### src/rtl/rdcap_pkg.sv
package rdcap_pkg;
    // Sweep sequencer states
    typedef enum logic [2:0] {
        ST_IDLE,
        ST_APPLY,
        ST_RUN,
        ST_SAMPLE,
        ST_STEP,
        ST_CENTER,
        ST_HOLD
    } cal_state_e;

    // Status word layout: completion flag, passed-run and failed-run counts
    localparam int STS_DONE_BIT = 0;
    localparam int STS_PASS_LSB = 1;
endpackage

### src/rtl/rdcap_pass_judge.sv
module rdcap_pass_judge #(
    parameter int CNT_W = 8
) (
    input  logic [2*CNT_W:0]  status_i,
    input  logic [CNT_W:1]    want_i,
    output logic              sts_done_o,
    output logic              pass_o
);
    import rdcap_pkg::*;
    localparam int FAIL_LSB = STS_PASS_LSB + CNT_W;

    logic [CNT_W-1:0] runs_ok;
    logic [CNT_W-1:0] runs_bad;

    always_comb begin
        sts_done_o = status_i[STS_DONE_BIT];
        runs_ok    = status_i[STS_PASS_LSB +: CNT_W];
        runs_bad   = status_i[FAIL_LSB +: CNT_W];
        pass_o     = sts_done_o && (runs_bad == '0) && (runs_ok == want_i);
    end
endmodule

### src/rtl/rdcap_center_pick.sv
module rdcap_center_pick #(
    parameter int TAP_W       = 6,
    parameter int DEFAULT_TAP = 8
) (
    input  logic             found_i,
    input  logic [TAP_W-1:0] first_i,
    input  logic [TAP_W-1:0] last_i,
    output logic [TAP_W-1:0] tap_o
);
    logic [TAP_W:0] sum;

    always_comb begin
        sum   = {1'b0, first_i} + {1'b0, last_i};
        tap_o = found_i ? sum[TAP_W:1] : TAP_W'(DEFAULT_TAP);
    end
endmodule

### src/rtl/rdcap_lane_fanout.sv
module rdcap_lane_fanout #(
    parameter int TAP_W = 6,
    parameter int LANES = 4
) (
    input  logic [TAP_W-1:0]       tap_i,
    output logic [LANES*TAP_W-1:0] lanes_o
);
    for (genvar g = 0; g < LANES; g++) begin : g_lane
        assign lanes_o[g*TAP_W +: TAP_W] = tap_i;
    end
endmodule

### src/rtl/rdcap_tap_calibrator.sv
module rdcap_tap_calibrator #(
    parameter int TAP_W       = 6,
    parameter int LANES       = 4,
    parameter int CNT_W       = 8,
    parameter int DEFAULT_TAP = 8
) (
    input  logic                   clk,
    input  logic                   rst_n,
    input  logic                   start_i,
    input  logic [CNT_W:1]         run_cfg_i,
    input  logic [2*CNT_W:0]       status_i,
    output logic                   bist_en_o,
    output logic [LANES*TAP_W-1:0] lane_tap_o,
    output logic                   done_o,
    output logic [TAP_W-1:0]       final_tap_o,
    output logic [TAP_W:0]         pass_cnt_o
);
    import rdcap_pkg::*;

    localparam int PCNT_W = TAP_W + 1;
    localparam logic [TAP_W-1:0] TAP_LAST = '1;

    typedef struct packed {
        cal_state_e        state;
        logic [TAP_W-1:0]  tap;
        logic [TAP_W-1:0]  first;
        logic [TAP_W-1:0]  last;
        logic              found;
        logic [PCNT_W-1:0] pcnt;
        logic              en;
        logic              done;
        logic [TAP_W-1:0]  fin;
    } cal_regs_t;

    cal_regs_t r_q, r_d;

    logic             sts_done;
    logic             tap_pass;
    logic [TAP_W-1:0] center;

    rdcap_pass_judge #(.CNT_W(CNT_W)) u_judge (
        .status_i   (status_i),
        .want_i     (run_cfg_i),
        .sts_done_o (sts_done),
        .pass_o     (tap_pass)
    );

    rdcap_center_pick #(.TAP_W(TAP_W), .DEFAULT_TAP(DEFAULT_TAP)) u_center (
        .found_i (r_q.found),
        .first_i (r_q.first),
        .last_i  (r_q.last),
        .tap_o   (center)
    );

    rdcap_lane_fanout #(.TAP_W(TAP_W), .LANES(LANES)) u_fanout (
        .tap_i   (r_q.tap),
        .lanes_o (lane_tap_o)
    );

    always_comb begin
        r_d = r_q;
        case (r_q.state)
            ST_IDLE, ST_HOLD: begin
                if (start_i) begin
                    r_d.state = ST_APPLY;
                    r_d.tap   = '0;
                    r_d.first = '0;
                    r_d.last  = '0;
                    r_d.found = 1'b0;
                    r_d.pcnt  = '0;
                    r_d.en    = 1'b0;
                    r_d.done  = 1'b0;
                    r_d.fin   = '0;
                end
            end
            ST_APPLY: begin
                r_d.en    = 1'b1;
                r_d.state = ST_RUN;
            end
            ST_RUN: begin
                if (sts_done) begin
                    r_d.en    = 1'b0;
                    r_d.state = ST_SAMPLE;
                end
            end
            ST_SAMPLE: begin
                if (tap_pass) begin
                    r_d.pcnt = r_q.pcnt + 1'b1;
                    r_d.last = r_q.tap;
                    if (!r_q.found) begin
                        r_d.first = r_q.tap;
                        r_d.found = 1'b1;
                    end
                end
                r_d.state = ST_STEP;
            end
            ST_STEP: begin
                if (r_q.tap == TAP_LAST) begin
                    r_d.state = ST_CENTER;
                end else begin
                    r_d.tap   = r_q.tap + 1'b1;
                    r_d.state = ST_APPLY;
                end
            end
            ST_CENTER: begin
                r_d.tap   = center;
                r_d.fin   = center;
                r_d.done  = 1'b1;
                r_d.state = ST_HOLD;
            end
            default: r_d.state = ST_IDLE;
        endcase
    end

    always_ff @(posedge clk or negedge rst_n) begin
        if (!rst_n) begin
            r_q <= '{state: ST_IDLE, default: '0};
        end else begin
            r_q <= r_d;
        end
    end

    assign bist_en_o   = r_q.en;
    assign done_o      = r_q.done;
    assign final_tap_o = r_q.fin;
    assign pass_cnt_o  = r_q.pcnt;
endmodule

### config.mk
export PLATFORM = sky130hd
export DESIGN_NAME = rdcap_tap_calibrator
export DESIGN_NICKNAME = d
export VERILOG_FILES = /design/src/rtl/rdcap_pkg.sv /design/src/rtl/rdcap_pass_judge.sv /design/src/rtl/rdcap_center_pick.sv /design/src/rtl/rdcap_lane_fanout.sv /design/src/rtl/rdcap_tap_calibrator.sv
export SDC_FILE = /design/constraint.sdc
export NUM_CORES = 1
export LEC_CHECK = 0
export BUFFER_PORTS_ARGS = -buffer_cell sky130_fd_sc_hd__buf_2
export CAP_MARGIN = 0
export CORE_UTILIZATION = 35
export CTS_CLUSTER_DIAMETER = 30
export CTS_CLUSTER_SIZE = 14
export DETAILED_ROUTE_END_ITERATION = 8
export GPL_TIMING_DRIVEN = 0
export PLACE_DENSITY_LB_ADDON = 0.08
export RECOVER_POWER = 100
export SYNTH_ARGS = -nofsm -noshare
export SYNTH_HDL_FRONTEND = slang
export SYNTH_SLANG_ARGS = --single-unit
### constraint.sdc
create_clock -name clk -period 1.9 [get_ports clk]
set_input_delay 0.285 -clock clk [delete_from_list [all_inputs] [get_ports clk]]
set_output_delay 0.285 -clock clk [all_outputs]
set_load 0.01 [all_outputs]
### After elaboration in Yosys (flattened, before gate mapping)

Cells that the tools add are included.
Widths: inputs -> output; s select.

* add/sub/neg operators: 3
* equality and inequality tests: 13
* mux-type cells: 13
* reduce and logical (&&, ||, !) cells: 15

Operators with widths (count)
* $pmux 20 s2: 1
* $mux 37: 1
* $mux 20: 1
* $mux 6: 3
* $pmux 3 s6: 1
* $pmux 6 s3: 1
* $pmux 7 s2: 1
* $ne 2x2->1 const B: 5
* $eq 3x3->1 const B: 3
* $reduce_and 3->1: 3
* $eq 8x8->1: 1
* $logic_not 8->1: 1
* $add 6x6->7: 1
* $add 7x1->7 const B: 1
* $add 6x1->6 const B: 1
* $eq 3x2->1 const B: 2
* $eq 6x6->1 const B: 1
* $mux 3: 2
* $reduce_bool 3->1: 2
* $reduce_and 2->1: 2
* $reduce_and 4->1: 1
* $reduce_bool 2->1: 2
* $eq 3x1->1 const B: 1
* $logic_not 3->1: 1
* 4 further kinds: 5

* register bits after elaboration: 37
* bits of input ports: 28
* logic and storage cells: 53

### Longest topological paths before layout

Gate-level depths: netlist of the first run.

* depth in word-level cells: 5
* gate-level depth with buffers: 6

### Modules after synthesis

From an unflattened synthesis of the first run, not the netlist that was laid out.

* cell total of the unflattened synthesis: 282
* area, all modules: 2553.7 um2

By module, submodules not included
* rdcap_tap_calibrator: times used 1, cells an instance 210, area an instance 2013.2 um2, sequential area each 925.9 um2
* rdcap_center_pick: times used 1, cells an instance 32, area an instance 231.5 um2, sequential area each 0.0 um2
* rdcap_lane_fanout: times used 1, cells an instance 24, area an instance 180.2 um2, sequential area each 0.0 um2
* rdcap_pass_judge: times used 1, cells an instance 16, area an instance 128.9 um2, sequential area each 0.0 um2

### Worst setup path after synthesis of the first run

No wires, ideal clock.

* kind: reg-to-reg
* from: register r_q[16] in the netlist's numbering
* to: register r_q[31] in the netlist's numbering
* arrival: 1927 ps
* required time: 1769 ps
* path slack: -158 ps
* cell stages (with the launch flop): 7
* buffers on the path: 0
* clock period less this slack: 2058 ps
* path through: dfrtp_1 and2_1 fa_1 a21o_1 a2111oi_0 nor4_1 or3_1

* word-level cells in the longest chain between the ends: 3

RTL lines
* start: declaration: RTL line rdcap_tap_calibrator.sv:35 `cal_regs_t r_q, r_d;`
* start signal: assignment: RTL line rdcap_tap_calibrator.sv:119 `r_q <= r_d;`
* $add 6x6->7: RTL line rdcap_center_pick.sv:13 `sum = {1'b0, first_i} + {1'b0, last_i};`
* $mux 6: RTL line rdcap_center_pick.sv:14 `tap_o = found_i ? sum[TAP_W:1] : TAP_W'(DEFAULT_TAP);`
* $pmux 6 s3: RTL line rdcap_tap_calibrator.sv:62 `case (r_q.state)`

No other way between the ends.
A chain may end at the register's enable or synchronous reset.

### Final worst setup path of the first run

Ends and elaborated chain as after synthesis.

==> PnR_summary.wiki, run 1 <==
{| class="wikitable"
! Metric !! Value
|-
| Routed vias || just over 2,000
|-
| Crit path time final || approximately 2000 ps
|-
| Startpoint kind of the worst setup timing path || flip-flop
|-
| RSZ-0062 raised after global routing || yes
|-
| Critical Path RT || between 2000 and 2500 ps
|-
| Final antenna-violating net count || 0
|-
| Final net count || ~380
|-
| Count of filler cells inserted in the layout || about 700
|-
| Hold/Removal Path Class || input pin to async pin
|-
| Static power due to leakage || 1.67 nW
|-
| Pwr dens || roughly 760 mW/mm^2
|-
| Remaining Overflow, GRT || 0
|-
| Area share of the largest cell type after synthesis || a little under two fifths
|-
| Finished Core Util || between 40% and 50%
|-
| Via count of the first global-routing pass || approximately 1,900
|-
| Worst relative slew slack || 34.8%
|-
| Critical Path End Type || flip-flop
|-
| Leading post-synthesis cells by instance count || 38 x sky130_fd_sc_hd__buf_4, 37 x sky130_fd_sc_hd__dfrtp_1, 33 x sky130_fd_sc_hd__nand2_1, 21 x sky130_fd_sc_hd__mux2i_1, 15 x sky130_fd_sc_hd__inv_1
|-
| Async S/R FF share, synth || 100%
|-
| Data arrival at the endpoint of the critical path || between 2000 and 2500 ps
|-
| Synth Net Count || roughly 300
|-
| Count of buffers from port buffering || 66
|-
| Detailed-route DRC error count || 0
|-
| Failing checks || setup timing
|-
| Final Hold Vio Count || 0
|-
| Final routed wire length divided by cell count || between 10 and 15 um
|-
| Number of standard-cell rows in the floorplan || 30
|-
| Primary flip-flop cell chosen by synthesis mapping || sky130_fd_sc_hd__dfrtp_1
|-
| Post-detailed-placement half-perimeter wirelength || 4110 um
|-
| Final max-slew violation count || 0
|-
| Clock tree from TritonCTS || done
|-
| First-pass GRT wire length || between 9000 and 10,000 um
|-
| Multi-input combinational cell area || ~0.0012 mm^2
|-
| Floorplan die width || around 86 um
|-
| Sequential cell area || around 930 um^2
|-
| Initial cell density of the core || between 30 and 40%
|-
| Share of cells above drive strength 1 || 36.2%
|-
| CORE AREA || about 0.0068 mm^2
|-
| Fraction of the cycle the final worst path needs || 105%
|-
| Clock-pin slew on the worst setup and hold paths || 80 ps
|-
| Syn_area_per_cell || approximately 9.4 um^2
|-
| Worst clock skew on the final layout || between 6 and 7 ps
|-
| Routed wire length || between 5000 and 6000 um
|-
| Biggest fanout along the worst timing path || 3
|-
| Count of state elements after synthesis || 37
|-
| Antenna violations before repair || 0
|-
| Setup Viol. Count Final || 2
|-
| Die area || about 0.0074 mm^2
|-
| Antenna fix cells || 0
|-
| Latest clock arrival within the worst-skew pair || 290 ps
|-
| Synth area leader || sky130_fd_sc_hd__dfrtp_1
|-
| Gr usage total || between 15 and 20%
|-
| Post-detailed-route via-to-cell ratio || between 4 and 5
|-
| Layout Area Growth over Synthesis || 24.0%
|-
| Worst setup slack after layout || -103 ps
|-
| Cell types with the largest area share after synthesis || sky130_fd_sc_hd__dfrtp_1 38%, sky130_fd_sc_hd__buf_4 12%, sky130_fd_sc_hd__mux2i_1 8.5%
|-
| Iteration-0 DRC count of the detailed router || 119
|-
| Number of top-level pins || between 60 and 70
|-
| CTS H-tree depth || 2
|-
| Total iterations of the first detailed-routing run || 4
|-
| Number of sinks on the clock net || 37
|-
| Maximum number of pins on one net before global-route repair || 38
|-
| Worst voltage drop across the vdd grid || around 0.45 mV
|-
| TritonCTS buffer count || 5
|-
| CTS Buffer Depth || 2
|-
| Number of enable flip-flop cells after synthesis || 0
|-
| Number of warning messages in the yosys log || 0
|-
| Highest Clock Rate || 499 MHz
|-
| Portion of the post-synthesis area used by sequential elements || between 30 and 40%
|-
| Setup TNS after final layout || -145 ps
|-
| CTS Root Cell || sky130_fd_sc_hd__clkbuf_8
|-
| Most common cell in the synthesized netlist || sky130_fd_sc_hd__buf_4
|-
| Worst Hold Slack || around 150 ps
|-
| Synth Cell Area || ~0.0025 mm^2
|-
| Post-synthesis cell type count || between 50 and 60
|-
| Die H || ~86 um
|-
| Mapped Cells || between 200 and 300
|-
| MaxCap Viol Count || 0
|-
| Crit path kind || flip-flop to flip-flop
|-
| Routability-driven placement congestion ratio || just under 0.8
|-
| Transition time at the pin with the least slew margin || 978 ps
|-
| Result of the run || finished with violations
|}
-- layout make-up --
class                      count  share of cell area [%]
tap                           96                    3.93
buffer                        44                    10.4
clock buffer                   5                    2.25
sequential                    37                    30.3
multi-input combinational    167                    39.4
timing repair buffer          71                    11.7
inverter                      15                    1.84
clock inverter                 1                   0.164
-- power breakdown --
| part | total [mW] | internal (mW) | switching, mW |
|---|---|---|---|
| sequential | 0.954 | 0.856 | 0.0986 |
| combinational | 0.839 | 0.371 | 0.468 |
| clock | 0.525 | 0.242 | 0.283 |
-- stage by stage --
| step | power (mW) | worst slack [ps] | instance area (um^2) | cells |
|---|---|---|---|---|
| 2_1_floorplan | 1.53 | -11.6 | 2480 | 263 |
| 3_3_place_gp | 1.81 | -224 | 2930 | 425 |
| 3_5_place_dp | 1.82 | -223 | 2930 | 425 |
| 4_1_cts | 2.35 | -138 | 3030 | 432 |
| 5_1_grt | 2.48 | -174 | 3060 | 436 |
| 6_report | 2.32 | -103 | 3060 | 436 |
-- cells by family (layout without fill, tap and decap cells) --
kind of cell             after synthesis  in the layout  share of synthesized area, %
AND/OR/NAND/NOR                       85             85                          19.2
multiplexers                          22             22                          8.98
AO/OA/AOI/OAI                         42             42                          11.1
buffers and inverters                 59            136                          15.2
adder cells (fa/ha/maj)                9              9                          4.82
flip-flops                            37             37                          37.5
XOR/XNOR                               9              9                          3.20
-- per-layer routing --
metal	global-route usage (%)	part of all wire, %	vias up
li1	-	-	1036
met1	22.3	47	978
met2	26.9	49	60
met3	2.89	3.8	2
met4	4.55	0.58	0
met5	0	0	-
-- cells in the final DEF, fill, tap and decap left out, types with 8 or more instances in the layout --
| cell type | Yosys | final |
|---|---|---|
| sky130_fd_sc_hd__buf_2 | 2 | 57 |
| sky130_fd_sc_hd__nand2_1 | 33 | 33 |
| sky130_fd_sc_hd__inv_1 | 15 | 15 |
| sky130_fd_sc_hd__buf_4 | 38 | 13 |
| sky130_fd_sc_hd__mux2i_1 | 21 | 21 |
| sky130_fd_sc_hd__nor2_1 | 11 | 11 |
| sky130_fd_sc_hd__o21ai_0 | 11 | 11 |
| sky130_fd_sc_hd__nand4_1 | 8 | 8 |
| sky130_fd_sc_hd__clkbuf_4 | 0 | 30 |
| sky130_fd_sc_hd__dfrtp_1 | 37 | 37 |
| sky130_fd_sc_hd__clkbuf_1 | 3 | 11 |
-- worst paths after layout --
path,start,to,slack (ps),cells past startpoint
min reg2reg,pass_cnt_o[6],pass_cnt_o[6],470,1
min,rst_n,r_q[17],150,1
max in group asynchronous,rst_n,done_o,1160,1
max reg2reg,r_q[16],r_q[31],-100,6
max,r_q[16],r_q[31],-100,6
min in group clk,status_i[0],r_q[34],370,4
-- state kept, by name, indices dropped and copies added, names as in the netlist --
name / flops
bist_en_o: 1
done_o: 1
final_tap_o: 6
pass_cnt_o: 7
r_q: 22
-- timing repair --
item	in CTS	in global routing
resized for setup	2	6
pin swaps	1	0
buffers inserted	1	4
setup endpoints to repair	2	20
hold buffers	0	0
-- critical path, stage by stage (launching register included) --
cell,delay [ps]
sky130_fd_sc_hd__dfrtp_1,410
sky130_fd_sc_hd__and2_4,170
sky130_fd_sc_hd__fa_2,380
sky130_fd_sc_hd__a21o_1,200
sky130_fd_sc_hd__a2111oi_4,310
sky130_fd_sc_hd__nor4_2,80
sky130_fd_sc_hd__or3_1,340
No activity file was read; power rests on OpenSTA's default activity.
==> run 2, diff against run 1 <==
--- a/config.mk
+++ b/config.mk
@@ -13,7 +13,6 @@
 export DETAILED_ROUTE_END_ITERATION = 8
 export GPL_TIMING_DRIVEN = 0
 export PLACE_DENSITY_LB_ADDON = 0.08
-export RECOVER_POWER = 100
 export SYNTH_ARGS = -nofsm -noshare
 export SYNTH_HDL_FRONTEND = slang
 export SYNTH_SLANG_ARGS = --single-unit
==> run 2 against run 1 <==
The flow still finishes with violations (setup timing). Sequential share of layout area shrank 0.12 points. Sequential cell count is the same. Worst setup slack lost 0.75 ps. Cell count is the same. Sequential power is essentially flat. Hold slack lost 31 ps. Combinational power grew 2%. Die area is the same. Critical path depth is the same. Wire length grew 0.45%. Critical endpoint unchanged.
==> PnR_summary.wiki, run 2 (synthesis results as in run 1) <==
{| class="wikitable"
! Metric !! Value
|-
| Result of the run || finished with violations
|-
| Failing checks || setup timing
|-
| TritonCTS buffer count || 5 (unchanged)
|-
| Floorplan die width || 85.9 um (unchanged)
|-
| Worst clock skew on the final layout || 4.91 ps (-1.20 ps)
|-
| Maximum number of pins on one net before global-route repair || 38 (unchanged)
|-
| Filler-free cell count of the finished design || 436 (unchanged)
|-
| Antenna fix cells || 0 (unchanged)
|-
| Worst relative slew slack || 41.5% (+6.8 points)
|-
| Total placed cells including tap cells || 425 (unchanged)
|-
| Commonest non-fill, non-tap cell in the layout || sky130_fd_sc_hd__buf_2
|-
| Pwr dens || 760 mW/mm^2 (+0.27%)
|-
| Layout Area Growth over Synthesis || 24.5%
|-
| Start point of the critical path || r_q[16]
|-
| Reg2Reg Depth || 6 (unchanged)
|-
| Latest clock arrival within the worst-skew pair || 290 ps (about the same)
|-
| Transition time at the pin with the least slew margin || 877 ps (-101 ps)
|-
| Biggest fanout along the worst timing path || 3 (unchanged)
|-
| Fraction of the cycle the final worst path needs || 105% (about the same)
|-
| Clock tree from TritonCTS || done
|-
| Final max-slew violation count || 0 (unchanged)
|-
| First-pass GRT wire length || 9440 um (unchanged)
|-
| Remaining Overflow, GRT || 0 (unchanged)
|-
| Crit path kind || flip-flop to flip-flop
|-
| Total iterations of the first detailed-routing run || 4 (unchanged)
|-
| Crit path time final || 2000 ps (+0.745 ps)
|-
| Startpoint kind of the worst setup timing path || flip-flop
|-
| RSZ-0062 raised after global routing || yes
|-
| CORE AREA || 0.00679 mm^2 (unchanged)
|-
| Hold/Removal Path Class || input pin to async pin
|-
| Routability-driven placement congestion ratio || 0.769 (unchanged)
|-
| MaxCap Viol Count || 0 (unchanged)
|-
| CTS Buffer Depth || 2 (unchanged)
|-
| Worst setup slack after layout || -104 ps (-0.745 ps)
|-
| Number of standard-cell rows in the floorplan || 30 (unchanged)
|-
| Gr usage total || 16.4% (unchanged)
|-
| Post-placement worst setup slack || -223 ps (unchanged)
|-
| Total power of the final layout || 2.33 mW (+0.68%)
|-
| CTS Root Cell || sky130_fd_sc_hd__clkbuf_8
|-
| Clock-pin slew on the worst setup and hold paths || 80 ps (about the same)
|-
| Routed vias || 2,072 (-0.19%)
|-
| Flip-flop count of the largest register after layout || 22 (unchanged)
|-
| Final routed wire length divided by cell count || 12.8 um (+0.45%)
|-
| Routed wire length || 5590 um (+0.45%)
|-
| Share of cells above drive strength 1 || 39.1% (+2.9 points)
|-
| Largest Register || r_q
|-
| Cts hold-fix bufs || 0 (unchanged)
|-
| Count of buffers from port buffering || 66 (unchanged)
|-
| Antenna violations before repair || 0 (unchanged)
|-
| Final Hold Vio Count || 0 (unchanged)
|-
| Data arrival at the endpoint of the critical path || 2170 ps (about the same)
|-
| Via count of the first global-routing pass || 1,872 (unchanged)
|-
| Post-detailed-route via-to-cell ratio || 4.75 (-0.19%)
|-
| Most frequent cells in the layout || 68 x sky130_fd_sc_hd__buf_2, 43 x sky130_fd_sc_hd__buf_4, 37 x sky130_fd_sc_hd__dfrtp_1, 33 x sky130_fd_sc_hd__nand2_1, 21 x sky130_fd_sc_hd__mux2i_1
|-
| Setup Viol. Count Final || 2 (unchanged)
|-
| Final antenna-violating net count || 0 (unchanged)
|-
| Die area || 0.00739 mm^2 (unchanged)
|-
| Detailed-route DRC error count || 0 (unchanged)
|-
| Initial cell density of the core || 36.3% (unchanged)
|-
| Critical R2R Launch || r_q[16]
|-
| Number of sinks on the clock net || 37 (unchanged)
|-
| Final net count || 377 (unchanged)
|-
| Iteration-0 DRC count of the detailed router || 103 (-13%)
|-
| Highest Clock Rate || 499 MHz (about the same)
|-
| Critical Path End Type || flip-flop
|-
| Die H || 85.9 um (unchanged)
|-
| Static power due to leakage || 1.73 nW (+3.4%)
|-
| Critical Path RT || 2070 ps (about the same)
|-
| CTS H-tree depth || 2 (unchanged)
|-
| Number of top-level pins || 67 (unchanged)
|-
| Post-detailed-placement half-perimeter wirelength || 4110 um (unchanged)
|-
| Worst voltage drop across the vdd grid || 0.457 mV (+1.5%)
|}
## run 2: what timing repair did
action | in CTS | in global routing
buffers inserted | 1 | 4
setup endpoints to repair | 2 | 20
pin swaps | 1 | 0
gates resized for setup | 2 | 6
gates cloned | 0 | 0
## run 2: worst paths after layout
path                                       end  slack (ps)
worst max register to register         r_q[31]        -100
min in group clk                       r_q[34]         370
worst min register to register   pass_cnt_o[6]         470
worst max-delay path                   r_q[31]        -100
worst min-delay path                   r_q[17]         120
max in group asynchronous       final_tap_o[1]        1250
## run 2: critical path: stages, from the launching register on
cell and delay (ps):
sky130_fd_sc_hd__dfrtp_1 410, sky130_fd_sc_hd__and2_4 170, sky130_fd_sc_hd__fa_2 380, sky130_fd_sc_hd__a21o_1 200, sky130_fd_sc_hd__a2111oi_4 310, sky130_fd_sc_hd__nor4_2 80
sky130_fd_sc_hd__or3_1 340
## run 2: power by group
part | switching (mW) | internal [mW]
clock network | 0.281 | 0.242
logic | 0.468 | 0.387
registers | 0.101 | 0.855
total | 0.850 | 1.48
## run 2: per-stage QoR
stage | hold WS (ps) | TNS (ps) | utilization [%] | area (um^2)
floorplan | -10.6 | -11.6 | - | 2480
global placement | 454 | -367 | 43.1 | 2930
detailed placement | 457 | -382 | 43.1 | 2930
CTS | 147 | -198 | 44.6 | 3030
global route | 187 | -331 | 45.2 | 3070
finish | 115 | -144 | 45.2 | 3070
## run 2: metal layers
metal  up-vias  wire, um  part of all wire (%)  track usage (%)
li1       1035         -                     -                -
met1       973      2620                    47             22.3
met2        62      2730                    49             26.9
met3         2       213                   3.8             2.89
met4         0        32                  0.57             4.55
met5         -         0                     0                0
## run 2: layout make-up
cell class	instances	area, um^2
clock inverters	1	5.00
multi-input cells	167	1210
plain buffers	44	320
fillers	699	3720
flip-flops and latches	37	926
well taps	96	120
repair buffers	71	368
inverters	15	56.3
clock buffers	5	68.8
